File: src/rtl/tmr_pkg.sv
package tmr_pkg;

    // Sequencing phase of a control-word update
    typedef enum logic [1:0] {
        PH_IDLE = 2'd0,
        PH_CFG  = 2'd1,
        PH_EN   = 2'd2
    } phase_e;

    // Position of each function bit inside a channel's control nibble
    localparam int CB_EN    = 0;
    localparam int CB_CLK   = 1;
    localparam int CB_OVF   = 2;
    localparam int CB_PULSE = 3;

    localparam logic [1:0] SIZE_WORD = 2'd2;

    // Result of decoding one request address
    typedef struct packed {
        logic       hit_ch;
        logic       hit_ctrl;
        logic       hit_ctrl2;
        logic       bad;
        logic [7:0] ch;
        logic [1:0] word;
    } dec_t;

    function automatic logic is_misaligned(input logic [1:0] low, input logic [1:0] size);
        return (low != 2'b00) || (size != SIZE_WORD);
    endfunction

endpackage

File: src/rtl/tmr_decode.sv
module tmr_decode
    import tmr_pkg::*;
#(
    parameter int AW        = 12,
    parameter int NCH       = 8,
    parameter int CTRL_SLOT = 3
) (
    input  logic [AW-1:0] addr,
    input  logic [1:0]    size,
    output dec_t          dec
);
    localparam int SW = AW - 4;

    logic [SW-1:0] slot;
    logic [1:0]    word;

    assign slot = addr[AW-1:4];
    assign word = addr[3:2];

    always_comb begin
        dec      = '0;
        dec.word = word;
        if (is_misaligned(addr[1:0], size)) begin
            dec.bad = 1'b1;
        end else if (slot < SW'(CTRL_SLOT)) begin
            dec.hit_ch = 1'b1;
            dec.ch     = 8'(slot);
        end else if (slot == SW'(CTRL_SLOT)) begin
            if (word == 2'd0)      dec.hit_ctrl  = 1'b1;
            else if (word == 2'd1) dec.hit_ctrl2 = 1'b1;
            else                   dec.bad       = 1'b1;
        end else if (slot <= SW'(NCH)) begin
            dec.hit_ch = 1'b1;
            dec.ch     = 8'(slot - SW'(1));
        end else begin
            dec.bad = 1'b1;
        end
    end

endmodule

File: src/rtl/tmr_ctrl_seq.sv
module tmr_ctrl_seq
    import tmr_pkg::*;
#(
    parameter int NCH         = 8,
    parameter int CB          = 4,
    parameter int PULSE_FIRST = 4
) (
    input  logic              clk,
    input  logic              rst,
    input  logic              go,
    input  logic [NCH*CB-1:0] wr_data,
    output logic [NCH*CB-1:0] ctrl_q,
    output logic [NCH*CB-1:0] ctrl_stb,
    output logic              busy,
    output logic              pulse_err
);
    localparam int CW = NCH * CB;

    logic [CW-1:0] en_mask;
    logic [CW-1:0] pulse_ban;
    logic [CW-1:0] wr_clean;
    logic [CW-1:0] pend_q;
    logic [CW-1:0] dis_set, cfg_set, ena_set;
    phase_e        phase_q;

    for (genvar c = 0; c < NCH; c++) begin : g_masks
        for (genvar b = 0; b < CB; b++) begin : g_bit
            assign en_mask[c*CB+b]   = (b == CB_EN);
            assign pulse_ban[c*CB+b] = (b == CB_PULSE) && (c < PULSE_FIRST);
        end
    end

    assign wr_clean  = wr_data & ~pulse_ban;
    assign pulse_err = |(wr_data & pulse_ban);
    assign busy      = (phase_q != PH_IDLE);

    // Bits that change in each phase
    assign dis_set = ctrl_q & ~wr_clean & en_mask;
    assign cfg_set = (ctrl_q ^ pend_q) & ~en_mask;
    assign ena_set = pend_q & ~ctrl_q & en_mask;

    always_ff @(posedge clk) begin
        if (rst) begin
            phase_q  <= PH_IDLE;
            ctrl_q   <= '0;
            pend_q   <= '0;
            ctrl_stb <= '0;
        end else begin
            ctrl_stb <= '0;
            unique case (phase_q)
                PH_IDLE: if (go) begin
                    pend_q   <= wr_clean;
                    ctrl_q   <= ctrl_q & ~dis_set;
                    ctrl_stb <= dis_set;
                    phase_q  <= PH_CFG;
                end
                PH_CFG: begin
                    ctrl_q   <= ctrl_q ^ cfg_set;
                    ctrl_stb <= cfg_set;
                    phase_q  <= PH_EN;
                end
                PH_EN: begin
                    ctrl_q   <= ctrl_q | ena_set;
                    ctrl_stb <= ena_set;
                    phase_q  <= PH_IDLE;
                end
                default: phase_q <= PH_IDLE;
            endcase
        end
    end

endmodule

File: src/rtl/tmr_rd_mux.sv
module tmr_rd_mux
    import tmr_pkg::*;
#(
    parameter int NCH = 8,
    parameter int CW  = 32,
    parameter int DW  = 32
) (
    input  dec_t                ddec,
    input  logic [NCH*4*DW-1:0] ch_rdata,
    input  logic [CW-1:0]       ctrl,
    input  logic [DW-1:0]       ctrl2,
    output logic [DW-1:0]       rdata
);
    always_comb begin
        rdata = '0;
        if (ddec.hit_ch)
            rdata = ch_rdata[(int'(ddec.ch) * 4 + int'(ddec.word)) * DW +: DW];
        else if (ddec.hit_ctrl)
            rdata = DW'(ctrl);
        else if (ddec.hit_ctrl2)
            rdata = ctrl2;
    end

endmodule

File: src/rtl/tmr_regif.sv
module tmr_regif
    import tmr_pkg::*;
#(
    parameter int AW          = 12,
    parameter int DW          = 32,
    parameter int NCH         = 8,
    parameter int CB          = 4,
    parameter int CTRL_SLOT   = 3,
    parameter int PULSE_FIRST = 4
) (
    input  logic                clk,
    input  logic                rst,
    input  logic                req_valid,
    output logic                req_ready,
    input  logic                req_write,
    input  logic [AW-1:0]       req_addr,
    input  logic [1:0]          req_size,
    input  logic [DW-1:0]       req_wdata,
    output logic                rsp_valid,
    output logic [DW-1:0]       rsp_rdata,
    output logic                rsp_err,
    output logic [NCH*4-1:0]    ch_wr_stb,
    output logic [DW-1:0]       ch_wdata,
    input  logic [NCH*4*DW-1:0] ch_rdata,
    output logic [NCH*CB-1:0]   ch_ctrl,
    output logic [NCH*CB-1:0]   ch_ctrl_stb
);
    localparam int CW = NCH * CB;

    dec_t          dec;
    logic          acc, ctrl_go, busy, pulse_err;
    logic [DW-1:0] rd_word;
    logic [DW-1:0] ctrl2_q;

    tmr_decode #(.AW(AW), .NCH(NCH), .CTRL_SLOT(CTRL_SLOT)) u_dec (
        .addr (req_addr),
        .size (req_size),
        .dec  (dec)
    );

    assign req_ready = !busy;
    assign acc       = req_valid && req_ready;
    assign ctrl_go   = acc && req_write && dec.hit_ctrl;

    tmr_ctrl_seq #(.NCH(NCH), .CB(CB), .PULSE_FIRST(PULSE_FIRST)) u_seq (
        .clk       (clk),
        .rst       (rst),
        .go        (ctrl_go),
        .wr_data   (req_wdata[CW-1:0]),
        .ctrl_q    (ch_ctrl),
        .ctrl_stb  (ch_ctrl_stb),
        .busy      (busy),
        .pulse_err (pulse_err)
    );

    tmr_rd_mux #(.NCH(NCH), .CW(CW), .DW(DW)) u_rd (
        .ddec     (dec),
        .ch_rdata (ch_rdata),
        .ctrl     (ch_ctrl),
        .ctrl2    (ctrl2_q),
        .rdata    (rd_word)
    );

    always_ff @(posedge clk) begin
        if (rst) begin
            rsp_valid <= 1'b0;
            rsp_rdata <= '0;
            rsp_err   <= 1'b0;
            ch_wr_stb <= '0;
            ch_wdata  <= '0;
            ctrl2_q   <= '0;
        end else begin
            rsp_valid <= acc;
            ch_wr_stb <= '0;
            if (acc) begin
                rsp_err   <= dec.bad || (ctrl_go && pulse_err);
                rsp_rdata <= req_write ? '0 : rd_word;
                if (req_write && dec.hit_ch) begin
                    ch_wr_stb[int'(dec.ch) * 4 + int'(dec.word)] <= 1'b1;
                    ch_wdata <= req_wdata;
                end
                if (req_write && dec.hit_ctrl2)
                    ctrl2_q <= req_wdata;
            end
        end
    end

endmodule

File: config.mk
export PLATFORM = sky130hd
export DESIGN_NAME = tmr_regif
export DESIGN_NICKNAME = d
export VERILOG_FILES = /design/src/rtl/tmr_pkg.sv /design/src/rtl/tmr_decode.sv /design/src/rtl/tmr_ctrl_seq.sv /design/src/rtl/tmr_rd_mux.sv /design/src/rtl/tmr_regif.sv
export SDC_FILE = /design/constraint.sdc
export NUM_CORES = 1
export LEC_CHECK = 0
export BUFFER_PORTS_ARGS = -buffer_cell sky130_fd_sc_hd__buf_4
export CAP_MARGIN = 40
export CORE_AREA = 4 4 486 488
export DETAILED_ROUTE_END_ITERATION = 12
export DIE_AREA = 0 0 490 492
export HOLD_SLACK_MARGIN = 0.12
export PLACE_DENSITY = 0.3
export SLEW_MARGIN = 20
export SYNTH_ARGS = -nofsm -noshare
export SYNTH_HDL_FRONTEND = slang
export SYNTH_SLANG_ARGS = --single-unit
export TNS_END_PERCENT = 100
File: constraint.sdc
create_clock -name clk -period 2.8 [get_ports clk]
set_clock_uncertainty 0.15 [all_clocks]
set_input_delay 0 -clock clk [delete_from_list [all_inputs] [get_ports clk]]
set_output_delay 0 -clock clk [all_outputs]
set_load 0.03 [all_outputs]
**Yosys cells after proc, flatten, opt, wreduce, memory -nomap -nowiden**

Cells that the tools add are included.

- Word-level logic and storage cells: 84
- Flip-flop bits (word level): 224
- Input port bits: 1074
- Output and inout bits: 163

- $lt $le $gt $ge: 4
- Bitwise operators: 11
- Equality and inequality tests: 6
- Shifts and indexed selects: 1
- Multiplexer cells: 29
- $add $sub $neg: 2
- Reduce and logical (&&, ||, !) cells: 21

Operators with widths:

| operator | number |
|---|---|
| variable part select 1024 x 17 -> 32 bit | 1 |
| one-hot mux 32 bit (3 select lines) | 2 |
| 2-to-1 mux 32 bit | 5 |
| XOR 32 bit | 2 |
| AND 29 bit | 2 |
| NOT 29 bit | 2 |
| AND 32 bit | 1 |
| 2-to-1 mux 8 bit | 4 |
| NOT 29 -> 32 bit | 1 |
| bitwise OR 32 x 29 -> 32 bit | 1 |
| 2-to-1 mux 29 bit | 1 |
| adder 10 x 2 -> 11 bit | 1 |
| >= comparator 11 x 1 -> 1 bit, second input constant | 1 |
| < comparator 11 x 6 -> 1 bit, second input constant | 1 |
| 2-to-1 mux 1 bit | 10 |
| equality test 8 x 2 -> 1 bit, second input constant | 1 |
| <= comparator 8 x 4 -> 1 bit, second input constant | 1 |
| < comparator 8 x 2 -> 1 bit, second input constant | 1 |
| AND reduction 2 bit | 4 |
| subtractor 8 x 1 -> 8 bit, second input constant | 1 |
| logical AND 1 bit | 7 |
| 2-to-1 mux 2 bit | 3 |
| 2-to-1 mux 3 bit | 2 |
| demux 1 bit (select 5 bit) | 1 |
| other kinds (12) | 18 |

**Logic depth before layout (Yosys ltp)**

Gate-level depths: netlist of run 1.

- Depth in word-level cells: 10
- Gate-level depth with buffers: 11
- Depth with buffers taken out: 8

**Cells and area by module**

Synthesis of run 1 repeated with hierarchy kept, for this count alone.

- Cells, all modules: 1742
- Area, all modules: 17116.4 sq um

Modules (own cells, without submodules):

| module | cells each | seq. area each (sq um) | area each (sq um) | times used |
|---|---|---|---|---|
| tmr_rd_mux | 875 | 0.0 | 9161.3 | 1 |
| tmr_regif | 455 | 2602.5 | 4274.1 | 1 |
| tmr_ctrl_seq | 375 | 1741.7 | 3385.7 | 1 |
| tmr_decode | 37 | 0.0 | 295.3 | 1 |

**Least setup slack after synthesis of run 1**

Ideal clock, no wire load.

- Path type: register -> register
- Start: register u_seq.phase_q[0]
- End: register u_seq.ctrl_q[12]
- Arrival time: 2.478 ns
- Library setup time: 0.080 ns
- Setup slack: 0.092 ns
- Path buffers: 1
- Clock period less this slack: 2.708 ns
- Stages on the path, launching flop included: 10
- Path through: dfxtp_1 -> inv_1 -> ha_1 -> clkbuf_1 -> nand3_1 -> nor3_4 -> nand3_4 -> a2111oi_4 -> a21oi_1 -> a211oi_2

- Cells in the longest elaborated chain, start to end: 7
- Elaborated cells on any way between the ends: 12

RTL lines:

| item | line | text |
|---|---|---|
| from (decl) | tmr_ctrl_seq.sv:24 | `phase_e phase_q;` |
| from (signal assigned) | tmr_ctrl_seq.sv:44 | `phase_q <= PH_IDLE;` |
| from (signal assigned) | tmr_ctrl_seq.sv:55 | `phase_q <= PH_CFG;` |
| from (signal assigned) | tmr_ctrl_seq.sv:60 | `phase_q <= PH_EN;` |
| nonzero test 2 bit | tmr_ctrl_seq.sv:35 | `assign busy = (phase_q != PH_IDLE);` |
| zero test 1 bit | tmr_regif.sv:41 | `assign req_ready = !busy;` |
| named net req_ready | tmr_regif.sv:14 | `output logic req_ready,` |
| logical AND 1 bit | tmr_regif.sv:42 | `assign acc = req_valid && req_ready;` |
| logical AND 1 bit (2 in a row) | tmr_regif.sv:43 | `assign ctrl_go = acc && req_write && dec.hit_ctrl;` |
| != test 2 bit (no source line) | n/a |  |
| AND reduction 2 bit (no source line) | n/a |  |
| to (signal assigned) | tmr_ctrl_seq.sv:53 | `ctrl_q <= ctrl_q & ~dis_set;` |
| to (signal assigned) | tmr_ctrl_seq.sv:58 | `ctrl_q <= ctrl_q ^ cfg_set;` |
| to (signal assigned) | tmr_ctrl_seq.sv:63 | `ctrl_q <= ctrl_q \| ena_set;` |
| to (decl) | tmr_ctrl_seq.sv:12 | `output logic [NCH*CB-1:0] ctrl_q,` |

The timed path passes the listed nets, and every way through them passes these cells.
A chain may end at the register's enable or synchronous reset.

**Final worst setup path of run 1**

- Start: input port req_addr[2]
- End: register rsp_rdata[19]

- Cells in the longest elaborated chain, start to end: 10
- Elaborated cells on any way between the ends: 14

RTL lines:

| item | line | text |
|---|---|---|
| from (decl) | tmr_regif.sv:16 | `input logic [AW-1:0] req_addr,` |
| branches (longest 8 deep; another with adder 10 x 2 -> 11 bit) | n/a |  |
| 2-to-1 mux 32 bit * | tmr_rd_mux.sv:16 | `if (ddec.hit_ch)` |
| 2-to-1 mux 32 bit * | tmr_regif.sv:77 | `rsp_rdata <= req_write ? '0 : rd_word;` |
| to (signal assigned) | tmr_regif.sv:77 |  |
| to (decl) | tmr_regif.sv:20 | `output logic [DW-1:0] rsp_rdata,` |

Mark *: on every way between the ends.

==> run_results.csv, run 1 <==
group,metric,value,unit
layout,final.fill_count,26458,
power_and_ir_drop,p_leak,13.72,nW
yosys,ys.flop_type,"dfxtp_1",
sta,hold_slack,0.07915,ns
layout,multi_input_area,0.01150,mm²
global_route,grt_pass1_wl,254900,µm
worst_setup_path,crit_arrival,2.97,ns
worst_setup_path,crit_top_cell,"buf_12",
sta,final_max_slew_viol_count,0,
worst_setup_path,critical-path-max-stage-delay,0.57,ns
worst_setup_path,cp_cell_sequence,"buf_12 -> buf_12 -> buf_12 -> buf_16 -> mux4_2 -> dlygate4sd3_1 -> nand2_1 -> nand3_1 -> nand3_1 -> dlygate4sd3_1 -> o22ai_1",
clocking,htreeDepth,1,
yosys,synth_edf_count,0,
worst_setup_path,startpoint_type,"primary input",
sta,slew_headroom,36.93,%
global_route,antenna_found_initial,144,
clocking,numClockSinks,217,
layout,fin_cells,6403,
drt,avgViaCountPerCell,3.434,
power_and_ir_drop,total_power,10.39,mW
power_and_ir_drop,vdd_ir_drop_max,0.4399,mV
floorplan,io_pins,1237,
worst_setup_path,crit_buf_inv,6,
sta,max_freq,373.7,MHz
drt,routedWlPerCell,31.59,µm
drt,drt-initial-drc-count,1398,
outcome,status,"complete, no violations",
floorplan,die_h,492,µm
placement,post-place-cells,6021,
worst_setup_path,critPathKind,"primary input to register",
clocking,cts.path.max_buffers,3,
yosys,netlist_instances,1747,
drt,drc_errors,0,
global_route,grt.overflow.total,0,
yosys,syn_avg_cell_area,9.436,µm²
worst_setup_path,cp_top_family,"buffers and inverters",
clocking,cts_buffers,26,
sta,finalWorstPathRequiredPeriod,2.676,ns
layout,regArea,0.004344,mm²
yosys,synth.distinct_cells,65,
layout,drive_gt1_share,52.04,%
layout,nets,4400,
sta,hold_viol,0,
yosys,yosys_warnings,0,
clocking,insertion_delay,0.58,ns
placement,gp_congestion,0.8938,
sta,worstMarginPinSlew,0.9425,ns
yosys,yosys_register_bits,217,
clocking,tritoncts,"built",
clocking,root_buffer,"clkbuf_16",
global_route,track_usage,16.05,%
clocking,cts_setup_buffers,0,
yosys,synthesis.area,0.01648,mm²
global_route,grt_pass1_vias,23038,
floorplan,start_util,7.109,%
global_route,grt_max_degree,44,
run,cap_violations,0,
worst_setup_path,cp_slowest_cell,"dlygate4sd3_1",
layout,areaGrowthSynthToFinish,110.3,%
floorplan,die_area,0.2411,mm²
yosys,synthArstFlopShare,0,%
sta,finalSetupViolCount,0,
drt,wirelength,202300,µm
worst_setup_path,worst_ep_required_time,3.09,ns
placement,port_buffers,1232,
floorplan,die_w,490,µm
floorplan,coreArea,0.2319,mm²
sta,rsz0062_at_grt,"true",
hold_path,hp-class,"primary input to register",
drt,dr.pass1.iters,5,
yosys,ys_seq_area_share,26.35,%
drt,via_count,21989,
floorplan,row_count,177,
sta,min_period_over_period,95.56,%
placement,dpl.hpwl,181200,µm
clocking,cts.reportedPaths.clkPinSlew,0.07,ns
worst_setup_path,path_max_fanout,30,
worst_setup_path,critPathCaptureType,"register",
drt,ant_nets,0,
power_and_ir_drop,p_per_area,299.6,mW/mm²
[timing repair]
item / in CTS / in global routing
endpoints found under the setup margin: 0 / 16
endpoints found under the hold margin: 182 / 0
resized for setup: 0 / 4
hold buffers: 312 / 0
[logic make-up after synthesis]
group,synth area share (%)
xor gates and xnor gates,1.063
other,0.02275
and+or+nand+nor,20.40
AOI/OAI and AO/OA,10.14
buffers and inverters,4.524
DFF,26.35
muxes,36.96
adders and majority gates,0.5313
[metal layers]
metal	GRT usage [%]	part of all wire (%)	wire [µm]
met1	19.60	41	82840
met3	4.272	6.9	13970
met4	0.9311	1.2	2393
met2	29.27	51	102900
met5	0	0.11	213
[report_power, final]
| group | internal (mW) | switching [mW] |
|---|---|---|
| registers | 3.09 | 0.00185 |
| clock network | 1.96 | 1.63 |
| logic | 2.16 | 1.54 |
[registers in the layout, indices dropped and copies added (netlist names)]
name and count:
ch_wdata 32, ch_wr_stb 32, ctrl2_q 32, rsp_rdata 32, u_seq.ctrl_stb 29, u_seq.ctrl_q 28, u_seq.pend_q 28, u_seq.phase_q 2
rsp_err 1, rsp_valid 1
[final timing paths]
check / startpoint / endpoint / slack, ns / cells after the start
worst min register to register: ctrl2_q[12] / ctrl2_q[12] / 0.30 / 2
worst min-delay path: ch_rdata[110] / rsp_rdata[14] / 0.08 / 6
worst max register to register: u_seq.phase_q[0] / ch_wdata[22] / 0.15 / 10
worst max-delay path: req_addr[2] / rsp_rdata[19] / 0.12 / 11
[Yosys cell counts (3+ instances only)]
cell	n	area, µm²
inv_1	5	18.77
clkbuf_1	106	397.9
o21ai_0	7	35.03
o221ai_1	4	35.03
nand4_1	3	18.77
buf_1	20	75.07
nand3b_1	19	142.6
mux4_2	256	5766
or3b_2	3	26.28
nand2b_1	21	131.4
ha_1	7	87.58
a211oi_1	4	30.03
o22ai_1	23	143.9
and3_1	9	56.30
a31oi_1	5	31.28
o211ai_1	9	67.56
mux2_2	6	67.56
a22oi_1	10	75.07
buf_2	38	190.2
nand2_1	423	1588
a311oi_1	7	61.31
o22a_1	3	26.28
dfxtp_1	217	4344
mux2i_1	26	260.3
a211oi_2	8	100.1
xnor2_1	20	175.2
nor3_1	8	40.04
buf_4	8	60.06
nor2_1	90	337.8
nor4_1	3	18.77
nand3_1	158	790.8
a21oi_1	181	905.9
[cells in the final DEF, fill, tap and decap left out, types with 3 or more instances in the layout]
cell type / instances
o22ai_1: 23
o21ai_0: 7
a211oi_2: 8
nand2_1: 420
a21oi_1: 181
a31oi_1: 5
clkbuf_1: 4
mux2i_1: 26
mux2_2: 6
ha_1: 6
o211ai_1: 9
clkinv_2: 6
nor2_4: 3
conb_1: 5
nor2_1: 87
mux4_2: 256
or3b_2: 3
nand3b_1: 19
clkbuf_16: 26
xnor2_1: 20
nand2b_1: 21
o221ai_1: 4
nand3_1: 157
buf_12: 33
a22oi_1: 10
nor4_1: 3
and3_1: 9
buf_4: 1361
dlygate4sd3_1: 312
a311oi_1: 6
o22a_1: 3
nand2_2: 3
a211oi_1: 4
nor3_1: 8
nand4_1: 3
diode_2: 22
dfxtp_1: 217
inv_1: 5
[stage by stage]
stage,worst slack (ns),area (µm²),setup TNS (ns),utilization [%]
after CTS,0.01215,34590,0,14.92
after global routing,-0.001735,34630,-0.002967,14.94
final,0.1244,34670,0,14.95
after detailed placement,-0.3733,30620,-2.752,13.20
after floorplan,0.09207,16500,0,-
after global placement,-0.8124,30560,-5.156,13.18
[worst register-to-register path, stage by stage, from the launching register on]
cell,delay [ns]
dfxtp_1,0.34
inv_1,0.10
ha_2,0.25
nand3_2,0.14
nor3_4,0.24
buf_4,0.19
nand2_1,0.08
buf_4,0.26
nand2_1,0.14
a21oi_1,0.07
dlygate4sd3_1,0.57
[cell type report]
class	instances	share of cell area, %
Timing Repair Buffer	1712	40.64
Multi-Input combinational cell	1356	33.17
Sequential cell	217	12.53
Tap cell	3043	10.98
Clock buffer	32	1.999
Clock inverter	15	0.4583
Antenna cell	22	0.1588
Inverter	6	0.06495
Note: power is estimated with default switching activity, not from simulation.
==> run 2, diff against run 1 <==
--- a/config.mk
+++ b/config.mk
@@ -7,11 +7,12 @@
 export LEC_CHECK = 0
 export BUFFER_PORTS_ARGS = -buffer_cell sky130_fd_sc_hd__buf_4
 export CAP_MARGIN = 40
-export CORE_AREA = 4 4 486 488
+export CORE_AREA = 8 8 476 478
 export DETAILED_ROUTE_END_ITERATION = 12
-export DIE_AREA = 0 0 490 492
+export DIE_AREA = 0 0 484 486
 export HOLD_SLACK_MARGIN = 0.12
 export PLACE_DENSITY = 0.3
+export RECOVER_POWER = 100
 export SLEW_MARGIN = 20
 export SYNTH_ARGS = -nofsm -noshare
 export SYNTH_HDL_FRONTEND = slang
==> run_results.csv, run 2 (synthesis results as in run 1) <==
group,metric,value,unit
sta,hold_slack,0.1236,ns
drt,dr.pass1.iters,5,
global_route,grt.overflow.total,0,
layout,most-common-layout-cells,"buf_4 (1,194), nand2_1 (422), dlygate4sd3_1 (327), mux4_2 (256), dfxtp_1 (217)",
floorplan,die_h,486,µm
layout,fin_cells,6250,
layout,drive_gt1_share,47.11,%
worst_setup_path,r2r-start,"u_seq.phase_q[0]",
global_route,grt_pass1_wl,250500,µm
clocking,insertion_delay,0.59,ns
power_and_ir_drop,vdd_ir_drop_max,0.3506,mV
drt,drt-initial-drc-count,1407,
outcome,status,"complete, no violations",
drt,drc_errors,0,
worst_setup_path,rr_worst_depth,8,
power_and_ir_drop,p_leak,13.13,nW
clocking,htreeDepth,1,
layout,areaGrowthSynthToFinish,106.4,%
power_and_ir_drop,total_power,10.70,mW
floorplan,coreArea,0.2187,mm²
sta,slew_headroom,27.06,%
drt,avgViaCountPerCell,3.543,
clocking,cts_buffers,29,
worst_setup_path,crit_arrival,3.02,ns
floorplan,row_count,172,
clocking,cts.reportedPaths.clkPinSlew,0.07,ns
floorplan,io_pins,1237,
placement,port_buffers,1232,
layout,final.fill_count,24933,
global_route,track_usage,15.92,%
floorplan,start_util,7.539,%
hold_path,hp-class,"primary input to register",
worst_setup_path,r2r-end,"u_seq.ctrl_q[12]",
layout,nets,4419,
layout,final_core_util,15.56,%
worst_setup_path,critPathKind,"primary input to register",
placement,gp_congestion,0.8386,
clocking,numClockSinks,217,
worst_setup_path,worst_ep_required_time,3.10,ns
power_and_ir_drop,p_per_area,314.4,mW/mm²
sta,fin_tns_setup,0,ns
worst_setup_path,crit_start,"req_addr[1]",
sta,rsz0062_at_grt,"false",
sta,final_max_slew_viol_count,0,
sta,min_period_over_period,97.19,%
sta,finalSetupViolCount,0,
floorplan,die_area,0.2352,mm²
worst_setup_path,regToRegSetupSlack,0.22,ns
clocking,root_buffer,"clkbuf_16",
run,cap_violations,0,
clocking,cts.path.max_buffers,3,
layout,final_common_cell,"buf_4",
drt,via_count,22142,
worst_setup_path,startpoint_type,"primary input",
clocking,tritoncts,"built",
placement,post-place-cells,5851,
sta,worstMarginPinSlew,1.094,ns
sta,finalWorstPathRequiredPeriod,2.721,ns
worst_setup_path,critPathCaptureType,"register",
drt,routedWlPerCell,31.74,µm
floorplan,die_w,484,µm
worst_setup_path,crit_path_end,"rsp_rdata[31]",
sta,max_freq,367.5,MHz
global_route,grt_pass1_vias,23593,
drt,wirelength,198400,µm
drt,ant_nets,0,
global_route,grt_max_degree,95,
placement,dpl.hpwl,178100,µm
sta,hold_viol,0,
global_route,antenna_found_initial,140,
worst_setup_path,path_max_fanout,30,
==> run 2: cell types whose count changed in the layout (fill, tap and decap cells not counted), sizes merged <==
cell         before   now
clkbuf           32   211
diode            22    19
clkinv            9     7
clkinvlp          2     4
bufinv            2     0
dlygate4sd3     312   327
buf            1400  1230
==> run 2: worst min-delay path by stage <==
stage / start / end / slack, ns / cells past startpoint
floorplan: req_wdata[11] / ch_wdata[11] / -0.01 / 2
global placement: req_wdata[23] / ch_wdata[23] / 0.13 / 3
detailed placement: req_wdata[25] / ch_wdata[25] / 0.14 / 3
CTS: ch_rdata[239] / rsp_rdata[15] / 0.12 / 6
global route: ch_rdata[900] / rsp_rdata[4] / 0.13 / 6
finish: ch_rdata[908] / rsp_rdata[12] / 0.12 / 6
==> run 2: cell type report <==
class                   instances  area [µm²]  share of cell area [%]
clock inverters                13       108.9                  0.3200
well taps                    2871        3592                   10.56
inverters                       6       22.52                 0.06621
flip-flops and latches        217        4344                   12.77
multi-input cells            1356       11480                   33.74
clock buffers                  40       847.1                   2.490
diodes                         19       47.55                  0.1398
repair buffers               1728       13580                   39.91
==> run 2: metal layers <==
| layer | up-vias | GRT usage, % | part of all wire, % |
|---|---|---|---|
| li1 | 9751 | - | - |
| met1 | 10947 | 19.54 | 41 |
| met2 | 1126 | 28.99 | 50 |
| met3 | 268 | 4.129 | 7.2 |
| met4 | 50 | 1.395 | 1.6 |
| met5 | - | 0 | 0.16 |
==> run 2: repair_timing <==
item                       CTS  global route
hold endpoints to repair   215             0
setup buffers                0             1
hold buffers               327             0
setup endpoints to repair    0            23
resized for setup            0             7
==> run 2: per-stage QoR <==
stage               setup slack (ns)  instance area, µm²
floorplan                    0.09207               16500
global placement             -0.3080               30390
detailed placement           -0.3336               30390
CTS                          0.01330               34620
global route                0.003310               33980
finish                       0.07874               34020
==> run 2: critical path: stages <==
cell           delay (ns)
clkbuf_4             0.11
dlygate4sd3_1        0.59
nor4b_4              0.43
buf_6                0.21
o311ai_4             0.12
buf_12               0.19
nor2_4               0.14
buf_12               0.18
buf_4                0.20
nand3_1              0.07
dlygate4sd3_1        0.56
nand3_1              0.09
o22ai_1              0.06
==> run 2: power by group <==
part           leakage [nW]  internal [mW]  switching [mW]
Combinational          10.9           2.18            1.62
Sequential             1.75           3.09         0.00180
Clock                 0.462           2.13            1.68
